## config.mk

```make
export PLATFORM = sky130hd
export DESIGN_NAME = npc_unit
export DESIGN_NICKNAME = d
export VERILOG_FILES = /design/src/rtl/npc_pkg.sv /design/src/rtl/npc_cond.sv /design/src/rtl/npc_target.sv /design/src/rtl/npc_select.sv /design/src/rtl/npc_unit.sv
export SDC_FILE = /design/constraint.sdc
export NUM_CORES = 1
export LEC_CHECK = 0
export BUFFER_PORTS_ARGS = -buffer_cell sky130_fd_sc_hd__buf_2
export CORE_MARGIN = 3
export CORE_UTILIZATION = 46
export DETAILED_ROUTE_END_ITERATION = 16
export GPL_TIMING_DRIVEN = 0
export PLACE_DENSITY = 0.78
export SLEW_MARGIN = 20
export SYNTH_ARGS = -nofsm -noshare
export SYNTH_HDL_FRONTEND = slang
export SYNTH_SLANG_ARGS = --single-unit
export TNS_END_PERCENT = 10
```

## constraint.sdc

```tcl
create_clock -name clk -period 3 [get_ports clk]
set_input_delay 0.15 -clock clk [delete_from_list [all_inputs] [get_ports clk]]
set_output_delay 0.15 -clock clk [all_outputs]
set_load 0.005 [all_outputs]
```

## src/rtl/npc_pkg.sv

```systemverilog
package npc_pkg;

    localparam int CYC_W   = 3;
    localparam int CLASS_W = 4;

    localparam int FLG_C = 0;
    localparam int FLG_N = 2;
    localparam int FLG_V = 3;

    typedef enum logic [CLASS_W-1:0] {
        CL_SEQ   = 4'd0,
        CL_RJMP  = 4'd1,
        CL_RCALL = 4'd2,
        CL_IJMP  = 4'd3,
        CL_ICALL = 4'd4,
        CL_RET   = 4'd5,
        CL_BRFLG = 4'd6,
        CL_BRSGN = 4'd7,
        CL_BRUNS = 4'd8,
        CL_SKBIT = 4'd9,
        CL_SKEQ  = 4'd10
    } op_class_e;

    typedef enum logic [2:0] {
        FL_SEQ,
        FL_REL,
        FL_IND,
        FL_HOLD,
        FL_BRANCH,
        FL_SKIP
    } flow_e;

    typedef enum logic [2:0] {
        CK_NONE,
        CK_FLAG,
        CK_SIGNED,
        CK_UNSIGNED,
        CK_BIT,
        CK_EQ
    } cond_e;

    typedef struct packed {
        flow_e             flow;
        cond_e             cond;
        logic [CYC_W-1:0]  cost;
    } npc_dec_t;

    function automatic npc_dec_t npc_decode(input logic [CLASS_W-1:0] raw);
        npc_dec_t d;
        d.flow = FL_SEQ;
        d.cond = CK_NONE;
        d.cost = 3'd1;
        case (raw)
            CL_RJMP:  begin d.flow = FL_REL;    d.cost = 3'd2; end
            CL_RCALL: begin d.flow = FL_REL;    d.cost = 3'd3; end
            CL_IJMP:  begin d.flow = FL_IND;    d.cost = 3'd2; end
            CL_ICALL: begin d.flow = FL_IND;    d.cost = 3'd3; end
            CL_RET:   begin d.flow = FL_HOLD;   d.cost = 3'd4; end
            CL_BRFLG: begin d.flow = FL_BRANCH; d.cond = CK_FLAG;     end
            CL_BRSGN: begin d.flow = FL_BRANCH; d.cond = CK_SIGNED;   end
            CL_BRUNS: begin d.flow = FL_BRANCH; d.cond = CK_UNSIGNED; end
            CL_SKBIT: begin d.flow = FL_SKIP;   d.cond = CK_BIT;      end
            CL_SKEQ:  begin d.flow = FL_SKIP;   d.cond = CK_EQ;       end
            default:  begin d.flow = FL_SEQ;    d.cost = 3'd1; end
        endcase
        return d;
    endfunction

endpackage

```

## src/rtl/npc_cond.sv

```systemverilog
module npc_cond
    import npc_pkg::*;
#(
    parameter int DATA_W = 8,
    localparam int SEL_W = $clog2(DATA_W)
) (
    input  cond_e              cond,
    input  logic [DATA_W-1:0]  sreg,
    input  logic [SEL_W-1:0]   bit_sel,
    input  logic               bit_pol,
    input  logic [DATA_W-1:0]  test_val,
    input  logic [DATA_W-1:0]  cmp_a,
    input  logic [DATA_W-1:0]  cmp_b,
    output logic               hit
);
    logic flag_bit;
    logic sign_lt;
    logic data_bit;

    always_comb begin
        flag_bit = sreg[bit_sel];
        sign_lt  = sreg[FLG_N] ^ sreg[FLG_V];
        data_bit = test_val[bit_sel];
        case (cond)
            CK_FLAG:     hit = (flag_bit == bit_pol);
            CK_SIGNED:   hit = (sign_lt == bit_pol);
            CK_UNSIGNED: hit = (sreg[FLG_C] == bit_pol);
            CK_BIT:      hit = (data_bit == bit_pol);
            CK_EQ:       hit = (cmp_a == cmp_b);
            default:     hit = 1'b0;
        endcase
    end
endmodule

```

## src/rtl/npc_target.sv

```systemverilog
module npc_target #(
    parameter int PC_W  = 16,
    parameter int OFF_W = 12,
    parameter int PTR_W = 16
) (
    input  logic [PC_W-1:0]  cur_pc,
    input  logic [OFF_W-1:0] rel_off,
    input  logic [PTR_W-1:0] ind_ptr,
    output logic [PC_W-1:0]  pc_inc1,
    output logic [PC_W-1:0]  pc_inc2,
    output logic [PC_W-1:0]  pc_inc3,
    output logic [PC_W-1:0]  pc_rel,
    output logic [PC_W-1:0]  pc_ind
);
    logic [PC_W-1:0] off_ext;

    generate
        if (OFF_W < PC_W) begin : g_off_sext
            assign off_ext = {{(PC_W-OFF_W){rel_off[OFF_W-1]}}, rel_off};
        end else begin : g_off_trunc
            assign off_ext = rel_off[PC_W-1:0];
        end

        if (PTR_W < PC_W) begin : g_ptr_zext
            assign pc_ind = {{(PC_W-PTR_W){1'b0}}, ind_ptr};
        end else begin : g_ptr_trunc
            assign pc_ind = ind_ptr[PC_W-1:0];
        end
    endgenerate

    assign pc_inc1 = cur_pc + PC_W'(1);
    assign pc_inc2 = cur_pc + PC_W'(2);
    assign pc_inc3 = cur_pc + PC_W'(3);
    assign pc_rel  = pc_inc1 + off_ext;
endmodule

```

## src/rtl/npc_select.sv

```systemverilog
module npc_select
    import npc_pkg::*;
#(
    parameter int PC_W = 16
) (
    input  npc_dec_t          dec,
    input  logic              hit,
    input  logic              next_long,
    input  logic [PC_W-1:0]   cur_pc,
    input  logic [PC_W-1:0]   pc_inc1,
    input  logic [PC_W-1:0]   pc_inc2,
    input  logic [PC_W-1:0]   pc_inc3,
    input  logic [PC_W-1:0]   pc_rel,
    input  logic [PC_W-1:0]   pc_ind,
    output logic [PC_W-1:0]   sel_pc,
    output logic              sel_taken,
    output logic [CYC_W-1:0]  sel_cycles
);
    always_comb begin
        sel_pc     = pc_inc1;
        sel_taken  = 1'b0;
        sel_cycles = 3'd1;
        case (dec.flow)
            FL_REL: begin
                sel_pc     = pc_rel;
                sel_taken  = 1'b1;
                sel_cycles = dec.cost;
            end
            FL_IND: begin
                sel_pc     = pc_ind;
                sel_taken  = 1'b1;
                sel_cycles = dec.cost;
            end
            FL_HOLD: begin
                sel_pc     = cur_pc;
                sel_taken  = 1'b1;
                sel_cycles = dec.cost;
            end
            FL_BRANCH: begin
                if (hit) begin
                    sel_pc     = pc_rel;
                    sel_taken  = 1'b1;
                    sel_cycles = 3'd2;
                end
            end
            FL_SKIP: begin
                if (hit) begin
                    sel_taken = 1'b1;
                    if (next_long) begin
                        sel_pc     = pc_inc3;
                        sel_cycles = 3'd3;
                    end else begin
                        sel_pc     = pc_inc2;
                        sel_cycles = 3'd2;
                    end
                end
            end
            default: begin
                sel_pc     = pc_inc1;
                sel_taken  = 1'b0;
                sel_cycles = 3'd1;
            end
        endcase
    end
endmodule

```

## src/rtl/npc_unit.sv

```systemverilog
module npc_unit
    import npc_pkg::*;
#(
    parameter int PC_W   = 16,
    parameter int OFF_W  = 12,
    parameter int PTR_W  = 16,
    parameter int DATA_W = 8,
    localparam int SEL_W = $clog2(DATA_W)
) (
    input  logic                clk,
    input  logic                rst,
    input  logic [PC_W-1:0]     cur_pc,
    input  logic [3:0]          op_class,
    input  logic [OFF_W-1:0]    rel_off,
    input  logic [PTR_W-1:0]    ind_ptr,
    input  logic [SEL_W-1:0]    bit_sel,
    input  logic                bit_pol,
    input  logic [DATA_W-1:0]   sreg,
    input  logic [DATA_W-1:0]   test_val,
    input  logic [DATA_W-1:0]   cmp_a,
    input  logic [DATA_W-1:0]   cmp_b,
    input  logic                next_long,
    output logic [PC_W-1:0]     next_pc,
    output logic                taken,
    output logic [2:0]          cycles
);
    npc_dec_t           dec;
    logic               hit;
    logic [PC_W-1:0]    pc_inc1, pc_inc2, pc_inc3, pc_rel, pc_ind;
    logic [PC_W-1:0]    sel_pc;
    logic               sel_taken;
    logic [CYC_W-1:0]   sel_cycles;

    assign dec = npc_decode(op_class);

    npc_cond #(.DATA_W(DATA_W)) i_cond (
        .cond     (dec.cond),
        .sreg     (sreg),
        .bit_sel  (bit_sel),
        .bit_pol  (bit_pol),
        .test_val (test_val),
        .cmp_a    (cmp_a),
        .cmp_b    (cmp_b),
        .hit      (hit)
    );

    npc_target #(.PC_W(PC_W), .OFF_W(OFF_W), .PTR_W(PTR_W)) i_target (
        .cur_pc  (cur_pc),
        .rel_off (rel_off),
        .ind_ptr (ind_ptr),
        .pc_inc1 (pc_inc1),
        .pc_inc2 (pc_inc2),
        .pc_inc3 (pc_inc3),
        .pc_rel  (pc_rel),
        .pc_ind  (pc_ind)
    );

    npc_select #(.PC_W(PC_W)) i_select (
        .dec        (dec),
        .hit        (hit),
        .next_long  (next_long),
        .cur_pc     (cur_pc),
        .pc_inc1    (pc_inc1),
        .pc_inc2    (pc_inc2),
        .pc_inc3    (pc_inc3),
        .pc_rel     (pc_rel),
        .pc_ind     (pc_ind),
        .sel_pc     (sel_pc),
        .sel_taken  (sel_taken),
        .sel_cycles (sel_cycles)
    );

    always_ff @(posedge clk) begin
        if (rst) begin
            next_pc <= '0;
            taken   <= 1'b0;
            cycles  <= '0;
        end else begin
            next_pc <= sel_pc;
            taken   <= sel_taken;
            cycles  <= sel_cycles;
        end
    end
endmodule

```

* Word level (Yosys, flattened, before mapping)
Cells that the tools add are included. W data, S select, Z words.
Storage, ports and cells: flip-flop bits (word level) 20, word-level logic and storage cells 60
Cells by class: add/subtract/negate cells 4, order comparisons 1, eq/ne operators 25, multiplexer cells 18, bitwise logic cells 1, reductions and logical operators 8
Operator list (number):
- $pmux W16 S5 | 1
- $mux W16 | 3
- $add A16 B2 Y16 const B | 2
- $pmux W3 S5 | 2
- $pmux W3 S3 | 2
- $add A16 B1 Y16 const B | 1
- $add A16 B16 Y16 | 1
- $eq A4 B3 Y1 const B | 4
- $eq A3 B2 Y1 const B | 4
- $eq A3 B3 Y1 const B | 4
- $eq A4 B4 Y1 const B | 3
- $reduce_or A2 Y1 | 6
- $eq A4 B2 Y1 const B | 2
- $eq A8 B8 Y1 | 1
- $bmux W1 S3 | 2
- $eq A3 B1 Y1 const B | 2
- $reduce_or A3 Y1 | 2
- $pmux W1 S5 | 1
- $eq A1 B1 Y1 | 4
- $eq A4 B1 Y1 const B | 1
- $lt A3 B4 Y1 const B | 1
- $mux W1 | 4
- $mux W3 | 1
- $mux W2 | 1
- other kinds (2) | 2

* Depth between registers and ports, before layout
Gate-level depths: netlist of run 1.
depth in word-level cells 6, gate-level depth with buffers 14

* Cells and area by module
Synthesis of run 1 repeated with hierarchy kept, for this count alone.
Second synthesis, totals: cell total of the unflattened synthesis 477, area, all modules 3773.6 µm²
Modules (own cells, without submodules):
- npc_target | times used 1, cells each 223, area each 1590.3 µm², sequential area each 0.0 µm²
- npc_select | times used 1, cells each 155, area each 1143.6 µm², sequential area each 0.0 µm²
- npc_unit | times used 1, cells each 64, area each 714.4 µm², sequential area each 400.4 µm²
- npc_cond | times used 1, cells each 35, area each 325.3 µm², sequential area each 0.0 µm²

* Worst setup path before layout of run 1
No wires, ideal clock.
path kind input to register, start input cur_pc[3], end register next_pc[14], data arrival time 2.807 ns, data required time 2.921 ns, setup slack 0.114 ns, stages 11, buffers on the path 1, cell sequence clkbuf_1 -> nand4_1 -> or4_1 -> or2_2 -> nand2_1 -> ha_1 -> o21a_1 -> o41a_1 -> o21a_1 -> or4_1 -> o211ai_1
Between the ends: cells in the longest elaborated chain, start to end 4, elaborated cells on any way between the ends 8, classes of those cells add/sub: 4; mux: 4
Ends and longest elaborated chain:
- start: declaration | RTL line npc_unit.sv:12 | input logic [PC_W-1:0] cur_pc,
- $add A16 B1 Y16 (tied with other cells) | RTL line npc_target.sv:31 | assign pc_inc1 = cur_pc + PC_W'(1);
- $add A16 B16 Y16 / $mux W16 (equally long branches) | RTL line npc_target.sv:34, npc_select.sv:49
- $mux W16, on equally long branches | RTL line npc_select.sv:40, npc_select.sv:47
- $pmux W16 S5 * | RTL line npc_select.sv:23 | case (dec.flow)
- end signal: assignment | RTL line npc_unit.sv:79 | next_pc <= sel_pc;
- end: declaration | RTL line npc_unit.sv:23 | output logic [PC_W-1:0] next_pc,
Every way passes the cells marked *; elsewhere a longest branch is shown, timed or not. A chain may end at the register's enable or synchronous reset.

* Final worst setup path of run 1
start input cur_pc[2], end register next_pc[14]
The elaborated chain is that of the path after synthesis.

==> results.md, run 1 <==
- Setup violations, final: 0
- Setup CP Type: input port to flip-flop
- Worst Path Max Fanout: 8
- XOR/XNOR Fraction of Synth Area: 10.8%
- Largest family of logic cells by synthesized area: compound AO/OA/AOI/OAI gates
- Gr usage total: 25.0%
- Die Width: 85.7 um
- Area contributors post-synth: dfxtp_1 (14%), xnor2_1 (8.4%), ha_1 (8.1%), nand2_1 (5.3%), a21oi_1 (4.6%)
- Total Power: 1.03 mW
- Starting Density: 48.5%
- Combinational share of power: 53.0%
- TritonCTS Sinks: 20
- Placed Area: 3500 um^2
- Core area: 6030 um^2
- Final Net Count: 610
- Part of the power in registers: 28.9%
- I/O Pins: 107
- Area delta synth->final: 25.3%
- Slowest stage delay, CP: 0.51 ns
- WL final: 9.46 mm
- Via density: 6.30
- H-tree levels: 1
- Worst slew pin tran: 0.672 ns
- Share of cells above drive strength 1: 27.3%
- Clk root buf: clkbuf_8
- Slew HR: 54.8%
- Yosys top cell by area: dfxtp_1
- Design Area, Final: 3660 um^2
- Final TNS setup: 0 ns
- Vias: 3,627
- Top cell type's share of synthesized area: 13.7%
- DP HPWL: 7.34 mm
- HP Class: input port to flip-flop
- Initial antenna violation count: 0
- Synthesized Nets: 506
- Post-placement cell count: 571
- Antenna viol nets, final: 0
- Final Worst Setup Slack: 0.147 ns
- Number of CTS-inserted buffers: 3
- Seq cells post-synth: 20
- Fin. max-slew vios: 0
- Placer Congestion: 0.918
- CP required: 3.19 ns
- Filler cell count: 574
- PortBufs: 97
- Async SR Flop Fraction: 0%
- Worst setup SP type: input port
- Switching power of the nets: 404 uW
- Post-layout util: 60.7%
- PD cells: 282 nW/um^2
- Status: complete, no violations
- Peak VDD IR: 0.181 mV
- Endpoints failing hold: 0
- Crit path time final: 2.85 ns
- CP arrival: 3.04 ns
- Lkg Pwr: 1.54 nW
- Post-synthesis sequential area ratio: 13.7%
- Synthesis Warnings: 0
- Max-Cap Viols: 0
- Cell Chain, Critical Path: clkbuf_4 > ha_2 > nand4_1 > or4_4 > or2_2 > nand2_1 > ha_2 > o21a_1 > o41a_1 > o21a_1 > or4_1 > o211ai_1
- Global-route wire length before repair: 15.1 mm
- Synth Area in Adders: 8.82%
- Wire per inst: 16.4 um
- Number of remaining DRC errors: 0
- Main synth FF type: dfxtp_1
- Synth Area in Compound Gates: 30.0%
- # hold bufs at CTS: 0
- Largest net degree at the start of global routing: 11
- Synthesized cell area: 2920 um^2
- Crit share post-route: 95.1%
- Int Power: 627 uW
- Chip Height: 85.7 um
- Vias in the first global route: 3,324
- CP max-delay cell: or4_4
- Top cells by count, synth: nand2_1 (41), nor2_1 (34), xnor2_1 (28)
- Crit path capture type: flip-flop
- Number of synthesized flops with an enable pin: 0
- Initial DRC Count: 479
- Drt pass-1 iters: 8
- Worst-path clk slew: 0.08 ns
- Non-filler cells, final: 576
- Fin Hold WS: 0.173 ns
- Die ar.: 7340 um^2
- Simple-gate portion of the synthesized area: 27.3%
- Clk buf depth: 2
- Post-synthesis mux area share: 4.75%
- Unique masters post-synth: 67
- Switching Share: 39.2%
- Gr ovfl total: 0
- Placement Rows: 28
- CTS tree: done
- Pre-CTS setup slack: -0.292 ns
- Most common cell in the synthesized netlist: nand2_1
- Synth Area per Inst: 7.32 um^2
- Synth Instances: 399
- Clock power share: 18.1%
- Max Fclk: 351 MHz
- Inserted Diodes: 0
-- worst paths after layout --
check / endpoint / start / slack (ns) / cells past startpoint
setup / recovery: next_pc[14] / cur_pc[2] / 0.15 / 12
hold / removal: next_pc[7] / ind_ptr[7] / 0.17 / 3
-- sequential cells by signal, indices dropped and copies added, names as in the netlist --
| signal | flops |
|---|---|
| cycles | 3 |
| next_pc | 16 |
| taken | 1 |
-- worst max-delay path: cells and delay by family --
family                     cells  cell delay, ns
and+or+nand+nor                5            1.62
AOI/OAI and AO/OA              4            0.59
adders and majority gates      2            0.51
buffers and inverters          1            0.17
-- power groups by stage --
stage               Clock [mW]  Sequential, mW  Combinational (mW)
detailed placement           0           0.305               0.520
CTS                      0.188           0.299               0.523
floorplan                    0           0.311               0.340
global placement             0           0.305               0.507
finish                   0.187           0.298               0.546
global route             0.193           0.301               0.599
-- layout by cell type, fill, tap and decap left out, types with 5 or more instances in the layout --
| cell | count |
|---|---|
| buf_2 | 98 |
| nand2_1 | 40 |
| nor2_1 | 33 |
| a21oi_1 | 27 |
| xnor2_1 | 25 |
| o21ai_0 | 24 |
| dfxtp_1 | 20 |
| nor3_1 | 16 |
| ha_1 | 15 |
| clkbuf_1 | 14 |
| nand3_1 | 13 |
| inv_1 | 13 |
| a31oi_1 | 9 |
| xor2_1 | 8 |
| a221oi_1 | 7 |
| a211oi_1 | 6 |
| a22oi_1 | 6 |
| o21a_1 | 6 |
| nor2b_1 | 5 |
| nand2b_1 | 5 |
| o211ai_1 | 5 |
| or4_1 | 5 |
-- routing by layer --
metal	up-vias	GRT usage (%)	wire (um)
li1	1725	-	-
met1	1595	32.1	3690
met2	266	44.0	4430
met3	41	3.17	1080
met4	0	6.47	261
met5	-	0	0
-- timing repair --
item,4_1_cts,5_1_grt
pin swaps,0,4
resized for setup,1,25
buffers inserted,0,2
endpoints found under the setup margin,1,4
-- layout make-up --
type                            instances  area (um^2)  share of cell area [%]
Tap cell                               75         93.8                    2.56
Timing Repair Buffer                   99          505                    13.8
Inverter                               13         48.8                    1.33
Buffer                                 20         88.8                    2.43
Clock buffer                            3         41.3                    1.13
Multi-Input combinational cell        346         2480                    67.8
Sequential cell                        20          400                    10.9
-- cell families after synthesis --
| logic type | count (synthesis) |
|---|---|
| simple gates | 156 |
| compound gates | 127 |
| xor+xnor | 36 |
| buf+inv | 33 |
| fa+ha+maj | 20 |
| flops | 20 |
| mux | 7 |
Note: power is estimated with default switching activity, not from simulation.
==> inputs of run 2 (changes only) <==
--- a/config.mk
+++ b/config.mk
@@ -7,10 +7,11 @@
 export LEC_CHECK = 0
 export BUFFER_PORTS_ARGS = -buffer_cell sky130_fd_sc_hd__buf_2
 export CORE_MARGIN = 3
-export CORE_UTILIZATION = 46
+export CORE_UTILIZATION = 47
+export CTS_BUF_LIST = sky130_fd_sc_hd__clkbuf_4
 export DETAILED_ROUTE_END_ITERATION = 16
 export GPL_TIMING_DRIVEN = 0
-export PLACE_DENSITY = 0.78
+export PLACE_DENSITY = 0.8
 export SLEW_MARGIN = 20
 export SYNTH_ARGS = -nofsm -noshare
 export SYNTH_HDL_FRONTEND = slang
==> results.md, run 2 (synthesized netlist as in run 1, its figures left out) <==
- Slew HR: 49.6% (was 54.8%)
- Total Power: 967 uW (was 1.03 mW)
- Most common cell after layout, fill and taps aside: buf_2 (unchanged)
- Gr ovfl total: 0 (unchanged)
- CTS tree: done (unchanged)
- Filler cell count: 579 (was 574)
- Placement Rows: 28 (unchanged)
- PortBufs: 97 (unchanged)
- Final Net Count: 610 (unchanged)
- Vias in the first global route: 3,374 (was 3,324)
- Inserted Diodes: 0 (unchanged)
- Core area: 5960 um^2 (was 6030 um^2)
- CP required: 3.24 ns (was 3.19 ns)
- Crit path top cell by count: nand3_1
- WL met3: 873 um (was 1.08 mm)
- Clk root buf: clkbuf_4 (was clkbuf_8)
- Initial DRC Count: 597 (was 479)
- HP Class: input port to flip-flop (unchanged)
- Met2 WL: 4.44 mm (was 4.43 mm)
- I/O Pins: 107 (unchanged)
- Crit share post-route: 96.2% (was 95.1%)
- Peak VDD IR: 0.147 mV (was 0.181 mV)
- Most flop-heavy register: next_pc (unchanged)
- Largest net degree at the start of global routing: 11 (unchanged)
- Global-route wire length before repair: 15.3 mm (was 15.1 mm)
- Max Fclk: 346 MHz (was 351 MHz)
- Lkg Pwr: 1.52 nW (was 1.54 nW)
- Vias: 3,596 (was 3,627)
- CP arrival: 3.13 ns (was 3.04 ns)
- Share of cells above drive strength 1: 24.8% (was 27.3%)
- Wire per inst: 16.3 um (was 16.4 um)
- Largest regs: next_pc x16, cycles x3, taken x1 (unchanged)
- Top sig layer: met4 (unchanged)
- WP buf/inv: 1 (unchanged)
- Gr usage total: 25.6% (was 25.0%)
- H-tree levels: 1 (unchanged)
- Top cell family by delay on the critical path: simple AND/OR/NAND/NOR gates (unchanged)
- DP HPWL: 7.36 mm (was 7.34 mm)
- Clk buf depth: 2 (unchanged)
- # hold bufs at CTS: 0 (unchanged)
- Die ar.: 7200 um^2 (was 7340 um^2)
- Status: complete, no violations (unchanged)
- Max-Cap Viols: 0 (unchanged)
- TritonCTS Sinks: 20 (unchanged)
- Fin. max-slew vios: 0 (unchanged)
- Setup CP Type: input port to flip-flop (unchanged)
- Worst Path Max Fanout: 8 (unchanged)
- Via density: 6.24 (was 6.30)
- Fin Hold WS: 0.126 ns (was 0.173 ns)
- Post-Route M1 WL: 3.78 mm (was 3.69 mm)
- Area delta synth->final: 21.9% (was 25.3%)
- Endpoints failing hold: 0 (unchanged)
- Setup violations, final: 0 (unchanged)
- Worst setup SP type: input port (unchanged)
- WL final: 9.40 mm (was 9.46 mm)
- Starting Density: 49.1% (was 48.5%)
- Worst-path clk slew: 0.12 ns (was 0.08 ns)
- Number of CTS-inserted buffers: 3 (unchanged)
- Worst slew pin tran: 0.737 ns (was 0.672 ns)
- Initial antenna violation count: 0 (unchanged)
- CP max-delay cell: or4_1 (was or4_4)
- PD cells: 271 nW/um^2 (was 282 nW/um^2)
- Cell Chain, Critical Path: buf_2 > ha_2 > and3_1 > nor2b_2 > nand3_1 > xnor2_2 > ha_1 > a21o_1 > nand3_1 > nand2_1 > o41a_1 > o21a_1 > or4_1 > o211ai_1 (was clkbuf_4 > ha_2 > nand4_1 > or4_4 > or2_2 > nand2_1 > ha_2 > o21a_1 > o41a_1 > o21a_1 > or4_1 > o211ai_1)
- Drt pass-1 iters: 7 (was 8)
- Chip Height: 84.8 um (was 85.7 um)
- Die Width: 84.8 um (was 85.7 um)
- Antenna viol nets, final: 0 (unchanged)
- Crit path capture type: flip-flop (unchanged)
- Most frequent cells in the layout: buf_2 (100), nand2_1 (41), nor2_1 (34), xnor2_1 (27), a21oi_1 (27) (was buf_2 (98), nand2_1 (40), nor2_1 (33), a21oi_1 (27), xnor2_1 (25))
- Number of remaining DRC errors: 0 (unchanged)
- Placer Congestion: 0.934 (was 0.918)
- Largest register FFs: 16 (unchanged)
- Slowest stage delay, CP: 0.46 ns (was 0.51 ns)
- Crit path time final: 2.89 ns (was 2.85 ns)
run 2: cell types whose count changed in the layout (fill, tap and decap cells not counted), moves of 2 or more:
cell      previous run  this run
clkbuf_8             3         0
ha_1                15        18
buf_2               98       100
ha_4                 2         0
xnor2_1             25        27
xnor2_2              3         1
run 2: tightest hold or removal path, stage by stage:
cell and delay, ns:
buf_2 0.08, a222oi_1 0.06, a21oi_1 0.12
run 2: through the flow:
stage | cell area, um^2 | setup TNS (ns) | setup slack [ns] | std cells | util, %
5_1_grt | 3560 | -0.0738 | -0.0738 | 576 | 59.8
2_1_floorplan | 2920 | 0 | 0.114 | 399 | -
3_3_place_gp | 3500 | -0.487 | -0.223 | 571 | 58.8
6_report | 3560 | 0 | 0.113 | 576 | 59.8
4_1_cts | 3520 | 0 | 0.0616 | 574 | 59.2
3_5_place_dp | 3500 | -0.648 | -0.266 | 571 | 58.8
run 2: repair_timing:
item	in CTS	in global routing
endpoints found under the setup margin	0	3
buffers inserted	0	2
gates resized for setup	0	7
run 2: where the power goes:
group / switching (mW) / internal [mW]
Sequential: 0.00528 / 0.294
Clock: 0.0873 / 0.0470
Combinational: 0.296 / 0.237
Total: 0.389 / 0.578
run 2: final cells by class:
class	instances	area (um^2)	area share, %
multi-input cells	346	2410	67.6
repair buffers	99	500	14.1
flip-flops and latches	20	400	11.2
well taps	75	93.8	2.64
plain buffers	20	87.6	2.46
inverters	13	48.8	1.37
clock buffers	3	22.5	0.632
run 2: per-layer routing:
metal | GRT usage (%) | up-vias
li1 | - | 1722
met3 | 3.69 | 27
met2 | 43.6 | 214
met4 | 11.9 | 0
met5 | 0 | -
met1 | 31.9 | 1633
run 2: path summary, 6_finish.rpt:
check / to / startpoint / cells past startpoint / slack, ns
max: next_pc[14] / cur_pc[0] / 14 / 0.11
min: next_pc[9] / ind_ptr[9] / 3 / 0.13
==> inputs of run 3 (changes only) <==
--- a/config.mk
+++ b/config.mk
@@ -6,12 +6,15 @@
 export NUM_CORES = 1
 export LEC_CHECK = 0
 export BUFFER_PORTS_ARGS = -buffer_cell sky130_fd_sc_hd__buf_2
+export CELL_PAD_IN_SITES_DETAIL_PLACEMENT = 2
+export CELL_PAD_IN_SITES_GLOBAL_PLACEMENT = 2
 export CORE_MARGIN = 3
-export CORE_UTILIZATION = 47
+export CORE_UTILIZATION = 25
 export CTS_BUF_LIST = sky130_fd_sc_hd__clkbuf_4
 export DETAILED_ROUTE_END_ITERATION = 16
 export GPL_TIMING_DRIVEN = 0
-export PLACE_DENSITY = 0.8
+export PLACE_DENSITY_LB_ADDON = 0.1
+export RECOVER_POWER = 25
 export SLEW_MARGIN = 20
 export SYNTH_ARGS = -nofsm -noshare
 export SYNTH_HDL_FRONTEND = slang
==> results.md, run 3 (synthesized netlist as in run 1, its figures left out) <==
- Status: complete, no violations (unchanged)
- TritonCTS Sinks: 20 (unchanged)
- Setup CP Type: input port to flip-flop (unchanged)
- Switching power of the nets: 445 uW (was 389 uW)
- Die ar.: 13,000 um^2 (was 7200 um^2)
- Int Power: 588 uW (was 578 uW)
- H-tree levels: 1 (unchanged)
- Max Fclk: 349 MHz (was 346 MHz)
- Initial antenna violation count: 0 (unchanged)
- Worst-path clk slew: 0.14 ns (was 0.12 ns)
- Worst setup SP type: input port (unchanged)
- Post-layout util: 33.6% (was 59.8%)
- Most flop-heavy register: next_pc (unchanged)
- Core area: 11,100 um^2 (was 5960 um^2)
- Peak VDD IR: 0.110 mV (was 0.147 mV)
- Area delta synth->final: 28.1% (was 21.9%)
- DP HPWL: 10.3 mm (was 7.36 mm)
- Max-Cap Viols: 0 (unchanged)
- Largest regs: next_pc x16, cycles x3, taken x1 (unchanged)
- Switching Share: 43.1% (was 40.2%)
- Crit path top cell by count: ha_1 (was nand3_1)
- Largest register FFs: 16 (unchanged)
- Number of remaining DRC errors: 0 (unchanged)
- Most frequent cells in the layout: buf_2 (91), nand2_1 (41), nor2_1 (33), a21oi_1 (27), xnor2_1 (25) (was buf_2 (100), nand2_1 (41), nor2_1 (34), xnor2_1 (27), a21oi_1 (27))
- Vias in the first global route: 3,894 (was 3,374)
- # hold bufs at CTS: 0 (unchanged)
- Slew HR: 47.6% (was 49.6%)
- Clock power share: 15.8% (was 13.9%)
- Drt pass-1 iters: 4 (was 7)
- Share of cells above drive strength 1: 25.8% (was 24.8%)
- Crit path time final: 2.86 ns (was 2.89 ns)
- Lkg Pwr: 1.53 nW (was 1.52 nW)
- Final Net Count: 612 (was 610)
- Placement Rows: 38 (was 28)
- Vias: 3,567 (was 3,596)
- I/O Pins: 107 (unchanged)
- Part of the power in registers: 29.0% (was 30.9%)
- Cell Chain, Critical Path: clkbuf_4 > ha_1 > nand4_1 > nor3_2 > xor2_1 > ha_1 > nand2_1 > nor2_1 > a21boi_1 > o41a_1 > o21a_1 > or4_1 > o211ai_1 (was buf_2 > ha_2 > and3_1 > nor2b_2 > nand3_1 > xnor2_2 > ha_1 > a21o_1 > nand3_1 > nand2_1 > o41a_1 > o21a_1 > or4_1 > o211ai_1)
- Starting Density: 26.3% (was 49.1%)
- Via density: 5.53 (was 6.24)
- Crit share post-route: 95.5% (was 96.2%)
- Gr usage total: 19.8% (was 25.6%)
- Fin Hold WS: 0.104 ns (was 0.126 ns)
- Number of CTS-inserted buffers: 3 (unchanged)
- Gr ovfl total: 0 (unchanged)
- Clk buf depth: 2 (unchanged)
- CP required: 3.27 ns (was 3.24 ns)
- Setup violations, final: 0 (unchanged)
- Antenna viol nets, final: 0 (unchanged)
- CP max-delay cell: or4_1 (unchanged)
- HP Class: input port to flip-flop (unchanged)
- Wire per inst: 19.7 um (was 16.3 um)
- Global-route wire length before repair: 20.5 mm (was 15.3 mm)
- Initial DRC Count: 147 (was 597)
- Combinational share of power: 55.2% (about the same)
- Fin. max-slew vios: 0 (unchanged)
- Slowest stage delay, CP: 0.47 ns (was 0.46 ns)
- Placer Congestion: 0.842 (was 0.934)
- Endpoints failing hold: 0 (unchanged)
- WL final: 12.7 mm (was 9.40 mm)
- Most common cell after layout, fill and taps aside: buf_2 (unchanged)
- PortBufs: 97 (unchanged)
- Die Width: 114 um (was 84.8 um)
- Chip Height: 114 um (was 84.8 um)
- PD cells: 276 nW/um^2 (was 271 nW/um^2)
- CTS tree: done (unchanged)
- CP arrival: 3.13 ns (about the same)
- Largest net degree at the start of global routing: 12 (was 11)
- Crit path capture type: flip-flop (unchanged)
- Worst Path Max Fanout: 8 (unchanged)
- Clk root buf: clkbuf_4 (unchanged)
- Worst slew pin tran: 0.785 ns (was 0.737 ns)
run 3: metal layers:
layer  track usage (%)  vias to the layer above  part of all wire (%)
met5                 0                        -                     0
met4              4.43                        0                   1.7
met3              1.74                       13                   4.3
met2              35.6                       91                    50
met1              25.6                     1739                    44
li1                  -                     1724                     -
run 3: timing repair:
item,4_1_cts,5_1_grt
setup buffers,0,4
pin swaps,0,5
setup endpoints to repair,1,6
resized for setup,2,23
gates cloned,0,0
run 3: layout make-up:
type                       instances  area [um^2]
antenna                            1         2.50
tap                              140          175
sequential                        20          400
buffer                            20         88.8
clock buffer                       3         22.5
fill                            1332         7380
inverter                          13         48.8
clock inverter                     1         3.75
multi-input combinational        346         2490
timing repair buffer             101          512
run 3: path summary, 6_finish.rpt:
kind	cells after the start	slack (ns)	start	endpoint
setup / recovery	13	0.14	cur_pc[2]	next_pc[14]
hold / removal	3	0.10	ind_ptr[9]	next_pc[9]
run 3: per-stage QoR:
step / instance area, um^2 / TNS [ns] / setup slack (ns) / power, mW / instances
floorplan: 2920 / 0 / 0.114 / 0.651 / 399
global placement: 3580 / -1.37 / -0.394 / 0.845 / 636
detailed placement: 3580 / -1.76 / -0.427 / 0.864 / 636
CTS: 3610 / 0 / 0.00446 / 1.04 / 640
global route: 3740 / -0.00979 / -0.00979 / 1.12 / 644
finish: 3740 / 0 / 0.135 / 1.03 / 645
run 3: power groups by stage:
stage               clock [mW]  sequential [mW]  combinational [mW]
global route             0.176            0.304               0.642
detailed placement           0            0.306               0.558
finish                   0.163            0.300               0.570
global placement             0            0.305               0.540
floorplan                    0            0.311               0.340
CTS                      0.177            0.301               0.560
run 3: critical path, delay by kind of cell:
| family | cells | cell delay, ns |
|---|---|---|
| xor+xnor | 1 | 0.26 |
| compound gates | 4 | 0.90 |
| fa+ha+maj | 2 | 0.54 |
| simple gates | 5 | 1.10 |
| buf+inv | 1 | 0.18 |
